--- src/rtl/pds_pkg.sv ---
package pds_pkg;
  parameter int unsigned DEF_NUM_POL = 3;
  parameter int unsigned DEF_IDX_W   = 10;
  parameter int unsigned DEF_CNT_W   = 10;

  function automatic int unsigned pol_width(input int unsigned n);
    return (n > 1) ? $clog2(n) : 1;
  endfunction
endpackage

--- src/rtl/pds_set_classify.sv ---
module pds_set_classify #(
  parameter int unsigned IDX_W   = 10,
  parameter int unsigned NUM_POL = 3,
  parameter int unsigned POL_W   = 2
) (
  input  logic [IDX_W-1:0] idx,
  output logic             is_sample,
  output logic [POL_W-1:0] pol_id
);
  localparam int unsigned FLD_W = IDX_W / 2;

  logic [FLD_W-1:0] upper_f;
  logic [FLD_W-1:0] lower_f;
  logic [FLD_W-1:0] gap;

  always_comb begin
    upper_f   = idx[IDX_W-1 -: FLD_W];
    lower_f   = idx[FLD_W-1:0];
    gap       = upper_f - lower_f;
    is_sample = (gap < FLD_W'(NUM_POL));
    pol_id    = POL_W'(gap);
  end
endmodule

--- src/rtl/pds_miss_bank.sv ---
module pds_miss_bank #(
  parameter int unsigned NUM_POL = 3,
  parameter int unsigned CNT_W   = 10,
  parameter int unsigned POL_W   = 2
) (
  input  logic                       clk,
  input  logic                       rst,
  input  logic                       inc_en,
  input  logic [POL_W-1:0]           inc_id,
  output logic [NUM_POL*CNT_W-1:0]   cnt_flat
);
  logic [CNT_W-1:0] cnt [NUM_POL];
  logic [CNT_W-1:0] target_val;
  logic             halve_all;

  always_comb begin
    target_val = '0;
    for (int k = 0; k < NUM_POL; k++) begin
      if (inc_id == POL_W'(k)) target_val = cnt[k];
    end
    halve_all = inc_en && (target_val == {CNT_W{1'b1}});
  end

  for (genvar g = 0; g < NUM_POL; g++) begin : g_cnt
    always_ff @(posedge clk) begin
      if (rst) begin
        cnt[g] <= '0;
      end else if (halve_all) begin
        cnt[g] <= cnt[g] >> 1;
      end else if (inc_en && (inc_id == POL_W'(g))) begin
        cnt[g] <= cnt[g] + 1'b1;
      end
    end
    assign cnt_flat[g*CNT_W +: CNT_W] = cnt[g];
  end
endmodule

--- src/rtl/pds_min_pick.sv ---
module pds_min_pick #(
  parameter int unsigned NUM_POL = 3,
  parameter int unsigned CNT_W   = 10,
  parameter int unsigned POL_W   = 2
) (
  input  logic [NUM_POL*CNT_W-1:0] cnt_flat,
  output logic [POL_W-1:0]         best_id
);
  logic [CNT_W-1:0] best_val;

  always_comb begin
    best_id  = '0;
    best_val = cnt_flat[CNT_W-1:0];
    for (int k = 1; k < NUM_POL; k++) begin
      if (cnt_flat[k*CNT_W +: CNT_W] < best_val) begin
        best_val = cnt_flat[k*CNT_W +: CNT_W];
        best_id  = POL_W'(k);
      end
    end
  end
endmodule

--- src/rtl/policy_duel_selector.sv ---
module policy_duel_selector #(
  parameter int unsigned NUM_POL = pds_pkg::DEF_NUM_POL,
  parameter int unsigned IDX_W   = pds_pkg::DEF_IDX_W,
  parameter int unsigned CNT_W   = pds_pkg::DEF_CNT_W,
  parameter int unsigned POL_W   = pds_pkg::pol_width(NUM_POL)
) (
  input  logic             clk,
  input  logic             rst,
  input  logic             acc_valid,
  input  logic [IDX_W-1:0] acc_index,
  input  logic             acc_miss,
  output logic             pol_valid,
  output logic [POL_W-1:0] pol_sel,
  output logic             pol_sample
);
  logic                     is_sample;
  logic [POL_W-1:0]         sample_id;
  logic [POL_W-1:0]         winner_id;
  logic [NUM_POL*CNT_W-1:0] cnt_flat;
  logic                     count_en;

  pds_set_classify #(.IDX_W(IDX_W), .NUM_POL(NUM_POL), .POL_W(POL_W)) u_cls (
    .idx       (acc_index),
    .is_sample (is_sample),
    .pol_id    (sample_id)
  );

  assign count_en = acc_valid && acc_miss && is_sample;

  pds_miss_bank #(.NUM_POL(NUM_POL), .CNT_W(CNT_W), .POL_W(POL_W)) u_bank (
    .clk      (clk),
    .rst      (rst),
    .inc_en   (count_en),
    .inc_id   (sample_id),
    .cnt_flat (cnt_flat)
  );

  pds_min_pick #(.NUM_POL(NUM_POL), .CNT_W(CNT_W), .POL_W(POL_W)) u_pick (
    .cnt_flat (cnt_flat),
    .best_id  (winner_id)
  );

  always_ff @(posedge clk) begin
    if (rst) begin
      pol_valid  <= 1'b0;
      pol_sel    <= '0;
      pol_sample <= 1'b0;
    end else begin
      pol_valid <= acc_valid;
      if (acc_valid) begin
        pol_sel    <= is_sample ? sample_id : winner_id;
        pol_sample <= is_sample;
      end
    end
  end
endmodule

--- config.mk ---
export PLATFORM = sky130hd
export DESIGN_NAME = policy_duel_selector
export DESIGN_NICKNAME = d
export VERILOG_FILES = /design/src/rtl/pds_pkg.sv /design/src/rtl/pds_set_classify.sv /design/src/rtl/pds_miss_bank.sv /design/src/rtl/pds_min_pick.sv /design/src/rtl/policy_duel_selector.sv
export SDC_FILE = /design/constraint.sdc
export NUM_CORES = 1
export LEC_CHECK = 0
export ABC_AREA = 0
export BUFFER_PORTS_ARGS = -buffer_cell sky130_fd_sc_hd__buf_2
export CORE_MARGIN = 8
export CORE_UTILIZATION = 66
export CTS_BUF_LIST = sky130_fd_sc_hd__clkbuf_4 sky130_fd_sc_hd__clkbuf_8
export DETAILED_ROUTE_END_ITERATION = 10
export MAX_ROUTING_LAYER = met4
export PLACE_DENSITY = 0.95
export RECOVER_POWER = 25
export SLEW_MARGIN = 20
export SYNTH_ARGS = -nofsm -noshare
export SYNTH_HDL_FRONTEND = slang
export SYNTH_SLANG_ARGS = --single-unit
--- constraint.sdc ---
create_clock -name clk -period 9.57 [get_ports clk]
set_input_delay 0.957 -clock clk [delete_from_list [all_inputs] [get_ports clk]]
set_output_delay 0.957 -clock clk [all_outputs]
set_load 0.005 [all_outputs]
# Word-level counts from Yosys, hierarchy flattened

Memories as Yosys holds them, arrays and structs flattened.
Cells that the tools add are included.

Add/subtract/negate cells: 4
Magnitude comparators: 3
Eq/ne operators: 3
Multiplexer cells: 30
Bitwise gates (word level): 6
Reductions and logical operators: 7

Operators by type and width:

| cell                    | count |
|---|---|
| $mux W10                | 10 |
| $add A10 B1 Y10 const B | 3 |
| $lt A10 B10 Y1          | 2 |
| $mux W1                 | 18 |
| $eq A10 B10 Y1 const B  | 1 |
| $logic_and A1 B1 Y1     | 6 |
| $or A1 B1 Y1            | 6 |
| $lt A5 B2 Y1 const B    | 1 |
| $sub A5 B5 Y5           | 1 |
| $mux W2                 | 2 |
| $eq A2 B1 Y1 const B    | 1 |
| $eq A2 B2 Y1 const B    | 1 |
| $logic_not A2 Y1        | 1 |

Register bits: 4
RAM bits: 30
Input bits: 14
Output and inout port bits: 4
Logic and storage cells: 57
Memories: 1

Memory list:

| memory     | depth | bits a word | rd ports | clocked after memory_dff | write ports | RTL line            | source |
|---|---|---|---|---|---|---|---|
| u_bank.cnt | 3     | 10          | 3        | 0                        | 3           | pds_miss_bank.sv:12 | `logic [CNT_W-1:0] cnt [NUM_POL];` |

# Longest topological paths before layout

Gate-level depths: netlist of run 1.

Depth after elaboration: 12
Depth in mapped cells: 14
Depth with buffers taken out: 13

# By module

Synthesis of run 1 repeated with hierarchy kept, for this count alone.

Cell total of the unflattened synthesis: 315
Area, all modules: 2,982.9 µm²

Modules (own cells, without submodules):

| module               | times used | cells an instance | area each (µm²) | sequential area each (µm²) |
|---|---|---|---|---|
| pds_miss_bank        | 1          | 208               | 2,073.2         | 900.9 |
| pds_min_pick         | 1          | 73                | 588.1           | 0.0 |
| pds_set_classify     | 1          | 20                | 171.4           | 0.0 |
| policy_duel_selector | 1          | 14                | 150.1           | 80.1 |

# Worst setup path before layout of run 1

OpenSTA, ideal clock, no wires.

Kind: in2reg
Start point: input acc_index[5]
End point: memory u_bank.cnt[2][5] (data pin)
Library setup time: 0.259 ns
Data arrival time: 2.939 ns
Data required time: 9.311 ns
Path slack: 6.371 ns
Cell stages on the path: 10
Buffers on the path: 2
Cell sequence: inv_1 ha_1 fa_1 o21ai_0 and3_1 o2111ai_1 buf_2 nor2_2 buf_2 o2bb2ai_1

RTL lines:

| item        | RTL line                   | source |
|---|---|---|
| from (decl) | policy_duel_selector.sv:10 | `input logic [IDX_W-1:0] acc_index,` |
| to (decl)   | pds_miss_bank.sv:12        |  |

==> reports/results.ini, run 1 <==
[run_status]
outcome = completed

[clock_network]
clk_latency_ns = 0.29
cts_tree = built
cts.repair.resized = 0
cts_hold_buf = 0
numCtsBuffers = 5
clockRootBuffer = clkbuf_8
cts_setup_buffers = 0
clock-sinks = 34
clk_path_buf_depth = 2
clk_pin_slew_worst_paths_ns = 0.07
cts.htree.levels = 2

[pwr]
total_power_uw = 390
switchingPower_uw = 109
p_seq_frac = 0.460
intPower_uw = 281
vdd_drop_max_uv = 88.1
power.share.clock = 0.350
leakage_nw = 1.16
power_density_nw_per_um2 = 126
power_frac_comb = 0.190
sw_frac_of_total = 0.279

[timing]
worstMarginPinSlew_ns = 1.08
finalHoldViolations = 0
max_slew_margin = 0.278
rsz0062_at_grt = false
max_freq_mhz = 238
period_share = 0.440
finalSetupTns_ns = 0
finalMaxSlewViolations = 0
finalSetupViolations = 0
period_minus_slack_ns = 4.21
finalClockSkew_ns = 0.0115

[floorplanning]
die_w_um = 82.7
initial_utilization = 0.679
die_area_um2 = 6840
ios = 18
fp.coreArea_um2 = 4320
core.rowCount = 24
die_h_um = 82.7

[routing]
antenna_left = 0
first_pass_iters = 6
route.detailed.drc = 0
wl_per_cell_um = 20.8
vias = 2594
vias_per_cell = 7.21
drtIter0Drc = 547
routed_wl_um = 7480

[finish]
fin_util = 0.717
final_nets = 347
fillCellCount = 303
area_growth_pct = 5.54
drive_above_1_share = 0.123
antennaDiodeCount = 0

[logic_synthesis]
synth_edf_count = 30
synth_top_cell_area_share = 0.307
synthCells = 293
syn_avg_cell_area_um2 = 10.0
yosysWarningCount = 0
synth.distinct_cells = 59
synth_area_um2 = 2940
yosys.area.top_type = edfxtp_1
synth-seq-cells = 34
synth-seq-area-share = 0.334
syn-num-nets = 333
synthArstFlopShare = 0
synth_area_leaders = edfxtp_1, ha_1, xnor2_1
ys.flop_type = edfxtp_1

[worst_setup_path]
rrSetupSlack_ns = 5.51
worstSetupEndpointType = flip-flop
cp_slowest_cell = nor2_2
cp_max_fo = 17
worstSetupStartpointType = input pin
rr_worst_depth = 12
critPathArrivalTime_ns = 4.18
critical_path_required_ns = 9.55
worstReg2RegStart = u_bank.cnt[0][7]
path_cells = buf_2 > ha_1 > fa_1 > inv_1 > nor4_1 > o2111ai_1 > nor2_2 > a211o_2
worstSetupPathType = in2reg
cpPeakStageDelay_ns = 0.88
r2r_end = pol_sel[0]

[worst_hold_path]
min_from = pol_sample
whs_endpoint = pol_sample
hold_path_class = reg2reg
holdPathStages = 2

[global_routing]
grt_pass1_vias = 2477
grt_max_degree = 18
grt.total_usage = 0.238
grt_pass1_wl_um = 12100
antenna_found_initial = 0
grt-ovfl-total = 0

[place]
dp_hpwl_um = 5270
port-buffer-count = 17
gp_routability_congestion = 0.983

[run]
drv_cap = 0

-- synthesized netlist by cell type, types with 6 or more instances --
master,number
edfxtp_1,30
nand3_1,24
o2bb2ai_1,12
ha_1,25
nand4_1,9
mux2i_1,18
nor2_1,11
a21oi_1,6
and3_1,7
inv_1,19
xnor2_1,22
nand2_1,25
-- worst max-delay path, delay by kind of cell --
family          cells  cell delay (ns)
compound gates      2             0.92
simple gates        2             1.17
buf+inv             2             0.24
fa+ha+maj           2             0.89
-- state kept, by name (all words and copies together) (netlist names) --
signal,count
u_bank.cnt,30
pol_sel,2
pol_sample,1
pol_valid,1
-- layout by cell type (no fill, tap or decap), types with 3 or more instances in the layout --
master / Yosys / final
edfxtp_1: 30 / 30
nand2_1: 25 / 25
ha_1: 25 / 25
nand3_1: 24 / 24
xnor2_1: 22 / 22
inv_1: 19 / 20
mux2i_1: 18 / 18
buf_2: 3 / 13
nor2_1: 11 / 12
o2bb2ai_1: 12 / 12
nand4_1: 9 / 9
and3_1: 7 / 7
a21oi_1: 6 / 6
o21ai_0: 5 / 5
o2111ai_1: 5 / 5
clkbuf_8: 1 / 5
and4_1: 4 / 4
o31ai_1: 4 / 4
xor2_1: 4 / 4
o41ai_1: 4 / 4
clkbuf_1: 2 / 4
dfxtp_1: 4 / 4
nand2b_1: 3 / 3
or4b_1: 3 / 3
a211o_2: 3 / 3
-- cell families after synthesis --
group	count (synthesis)	synth area share
and+or+nand+nor	103	0.195
AOI/OAI and AO/OA	53	0.149
DFF	34	0.334
buffers and inverters	31	0.0545
xor gates and xnor gates	28	0.0924
adders and majority gates	26	0.113
muxes	18	0.0613
-- area by class of cell --
| type | count | area, um^2 | area share |
|---|---|---|---|
| timing repair buffer | 17 | 80.1 | 0.0258 |
| inverter | 21 | 78.8 | 0.0254 |
| tap | 52 | 65.1 | 0.0210 |
| clock inverter | 1 | 30.0 | 0.00969 |
| sequential | 34 | 981 | 0.316 |
| multi-input combinational | 228 | 1780 | 0.575 |
| clock buffer | 7 | 83.8 | 0.0270 |
-- power by group through the flow --
stage	registers (mW)	logic [mW]	clock network [mW]
final	0.179	0.0743	0.136
after global routing	0.180	0.0807	0.144
after CTS	0.179	0.0742	0.137
after detailed placement	0.182	0.0737	0
after global placement	0.181	0.0697	0
after floorplan	0.177	0.0597	0
-- per-stage QoR --
stage                     setup slack (ns)  area [um^2]  cells  hold WS [ns]
after floorplan                       6.37         2940    293         0.485
after global placement                5.37         3010    352         0.474
after detailed placement              5.14         3010    352         0.490
after CTS                             5.47         3120    360         0.507
after global routing                  5.27         3100    360         0.551
final                                 5.36         3100    360         0.507
-- per-layer routing --
metal,global-route usage,vias up,part of all wire
met3,0.0476,52,0.096
met1,0.286,1196,0.39
met5,-,-,0
li1,-,1140,-
met4,0.105,0,0.048
met2,0.378,206,0.47
-- worst max path at each step --
stage                                 from  slack, ns  cells after the start          endpoint
after floorplan               acc_index[5]       6.37                     10  u_bank.cnt[2][5]
after global placement        acc_index[0]       5.37                      8  u_bank.cnt[2][0]
after detailed placement      acc_index[0]       5.14                      8  u_bank.cnt[0][3]
after CTS                     acc_index[0]       5.47                      8  u_bank.cnt[0][1]
after global routing      u_bank.cnt[0][7]       5.27                     12        pol_sel[0]
final                         acc_index[0]       5.36                      8  u_bank.cnt[0][4]
No activity file was read; power rests on OpenSTA's default activity.
==> run 2: changes to the inputs <==
CORE_UTILIZATION = 64   (was 66)
PLACE_DENSITY = 0.94   (was 0.95)
clock period = 4.16 ns   (was 9.57 ns; I/O delays follow)
==> run 2 against run 1 <==
First-iteration DRC count fell by 52%. Non-clock buffer count grew 5. Utilization fell by 1.0 points. Highest routed layer unchanged. Flip-flop and latch count did not move. Largest power group unchanged.
==> reports/results.ini, run 2 (synthesized netlist as in run 1, its figures left out) <==
[run_status]
outcome = completed

[pwr]
vdd_drop_max_uv = 188
leakage_nw = 1.16
power_density_nw_per_um2 = 262

[routing]
antenna_left = 0
drtIter0Drc = 265
wl_per_cell_um = 20.1
wl_met2_um = 3470
vias_per_cell = 6.87
highest-signal-layer = met4
route.detailed.drc = 0
drt-met1-wl_um = 3130
routed_wl_um = 7290
first_pass_iters = 5
vias = 2494
wl_met3_um = 510

[finish]
regArea_um2 = 981
layout_commonest_cell = edfxtp_1
largest_reg_flops = 30
mostFrequentLayoutCells = edfxtp_1, nand2_1, ha_1
area_growth_pct = 5.49
multi_input_area_um2 = 1790
final_nets = 352
fillCellCount = 349
antennaDiodeCount = 0
largest-register = u_bank.cnt
largest_registers = u_bank.cnt: 30 flops, pol_sel: 2 flops
drive_above_1_share = 0.125

[timing]
finalHoldViolations = 0
rsz0062_at_grt = false
period_minus_slack_ns = 3.47
max_freq_mhz = 288
finalClockSkew_ns = 0.00870
finalSetupViolations = 0
setup_ws_ns = 0.693
finalMaxSlewViolations = 0
period_share = 0.833
max_slew_margin = 0.533
finalSetupTns_ns = 0
worstMarginPinSlew_ns = 0.700

[clock_network]
cts_tree = built
clk_path_buf_depth = 2
clock-sinks = 34
clk_pin_slew_worst_paths_ns = 0.07
clockRootBuffer = clkbuf_8
cts.repair.resized = 0
numCtsBuffers = 5
cts_setup_buffers = 0
clk_latency_ns = 0.29
cts.htree.levels = 2
cts_hold_buf = 0

[floorplanning]
die_area_um2 = 7010
ios = 18
core.rowCount = 24
fp.coreArea_um2 = 4380
initial_utilization = 0.670
die_h_um = 83.8
die_w_um = 83.8

[global_routing]
grt_max_degree = 16
grt-ovfl-total = 0
grt_pass1_wl_um = 12000
grt_pass1_vias = 2418
antenna_found_initial = 0
grt.total_usage = 0.211

[place]
port-buffer-count = 17
place_ws_ns = 0.739
gp_routability_congestion = 0.968
dp_hpwl_um = 5380

[worst_setup_path]
rr_worst_depth = 12
worstSetupStartpointType = flip-flop
cp_max_fo = 9
critPathArrivalTime_ns = 3.67
r2r_end = pol_sel[0]
rrSetupSlack_ns = 0.69
critical_path_required_ns = 4.37
worstSetupEndpointType = flip-flop
worstSetupPathType = reg2reg
worstReg2RegStart = u_bank.cnt[0][7]

[worst_hold_path]
min_from = rst
holdPathStages = 2
whs_endpoint = pol_sample
hold_path_class = in2reg

[run]
drv_cap = 0

## run 2: area by class of cell
type	instances	share of cell area
sequential	34	0.317
multi-input combinational	228	0.579
inverter	21	0.0254
timing repair buffer	22	0.0347
clock buffer	5	0.0222
tap	52	0.0210
clock inverter	1	0.00121
## run 2: per-stage QoR
stage | area, um^2 | utilization | hold slack [ns] | cells | power [mW]
global route | 3100 | 0.707 | 0.495 | 363 | 0.845
global placement | 3040 | 0.694 | 0.475 | 357 | 0.584
floorplan | 2940 | - | 0.485 | 293 | 0.546
detailed placement | 3040 | 0.694 | 0.483 | 357 | 0.591
CTS | 3120 | 0.711 | 0.477 | 363 | 0.813
finish | 3100 | 0.707 | 0.498 | 363 | 0.811
## run 2: worst max-delay path by stage
stage	startpoint	to	slack, ns	cells past startpoint
floorplan	u_bank.cnt[1][7]	pol_sel[0]	0.98	11
global placement	u_bank.cnt[1][7]	pol_sel[0]	0.81	11
detailed placement	u_bank.cnt[1][7]	pol_sel[0]	0.74	11
CTS	u_bank.cnt[0][1]	pol_sel[0]	0.73	11
global route	u_bank.cnt[0][7]	pol_sel[0]	0.50	12
finish	u_bank.cnt[0][7]	pol_sel[0]	0.69	12
## run 2: where the power goes
group | leakage (nW) | internal, mW | switching (mW) | total, mW
Combinational | 0.775 | 0.0708 | 0.104 | 0.175
Sequential | 0.343 | 0.386 | 0.0258 | 0.412
Clock | 0.0375 | 0.109 | 0.115 | 0.224
Total | 1.16 | 0.566 | 0.245 | 0.811
## run 2: layer usage
layer / global-route usage / up-vias
met3: 0.0371 / 25
met5: - / -
met4: 0.0659 / 0
met1: 0.262 / 1190
met2: 0.340 / 132
li1: - / 1147
## run 2: critical path, cell delays in order, from the launching register on
cell	delay (ns)
edfxtp_1	0.46
inv_1	0.14
ha_1	0.26
a211oi_1	0.24
nor2_1	0.11
a211oi_4	0.25
nand2_1	0.35
mux2i_1	0.22
ha_1	0.31
and4_1	0.25
nand3_1	0.08
or4b_4	0.49
a311oi_2	0.23
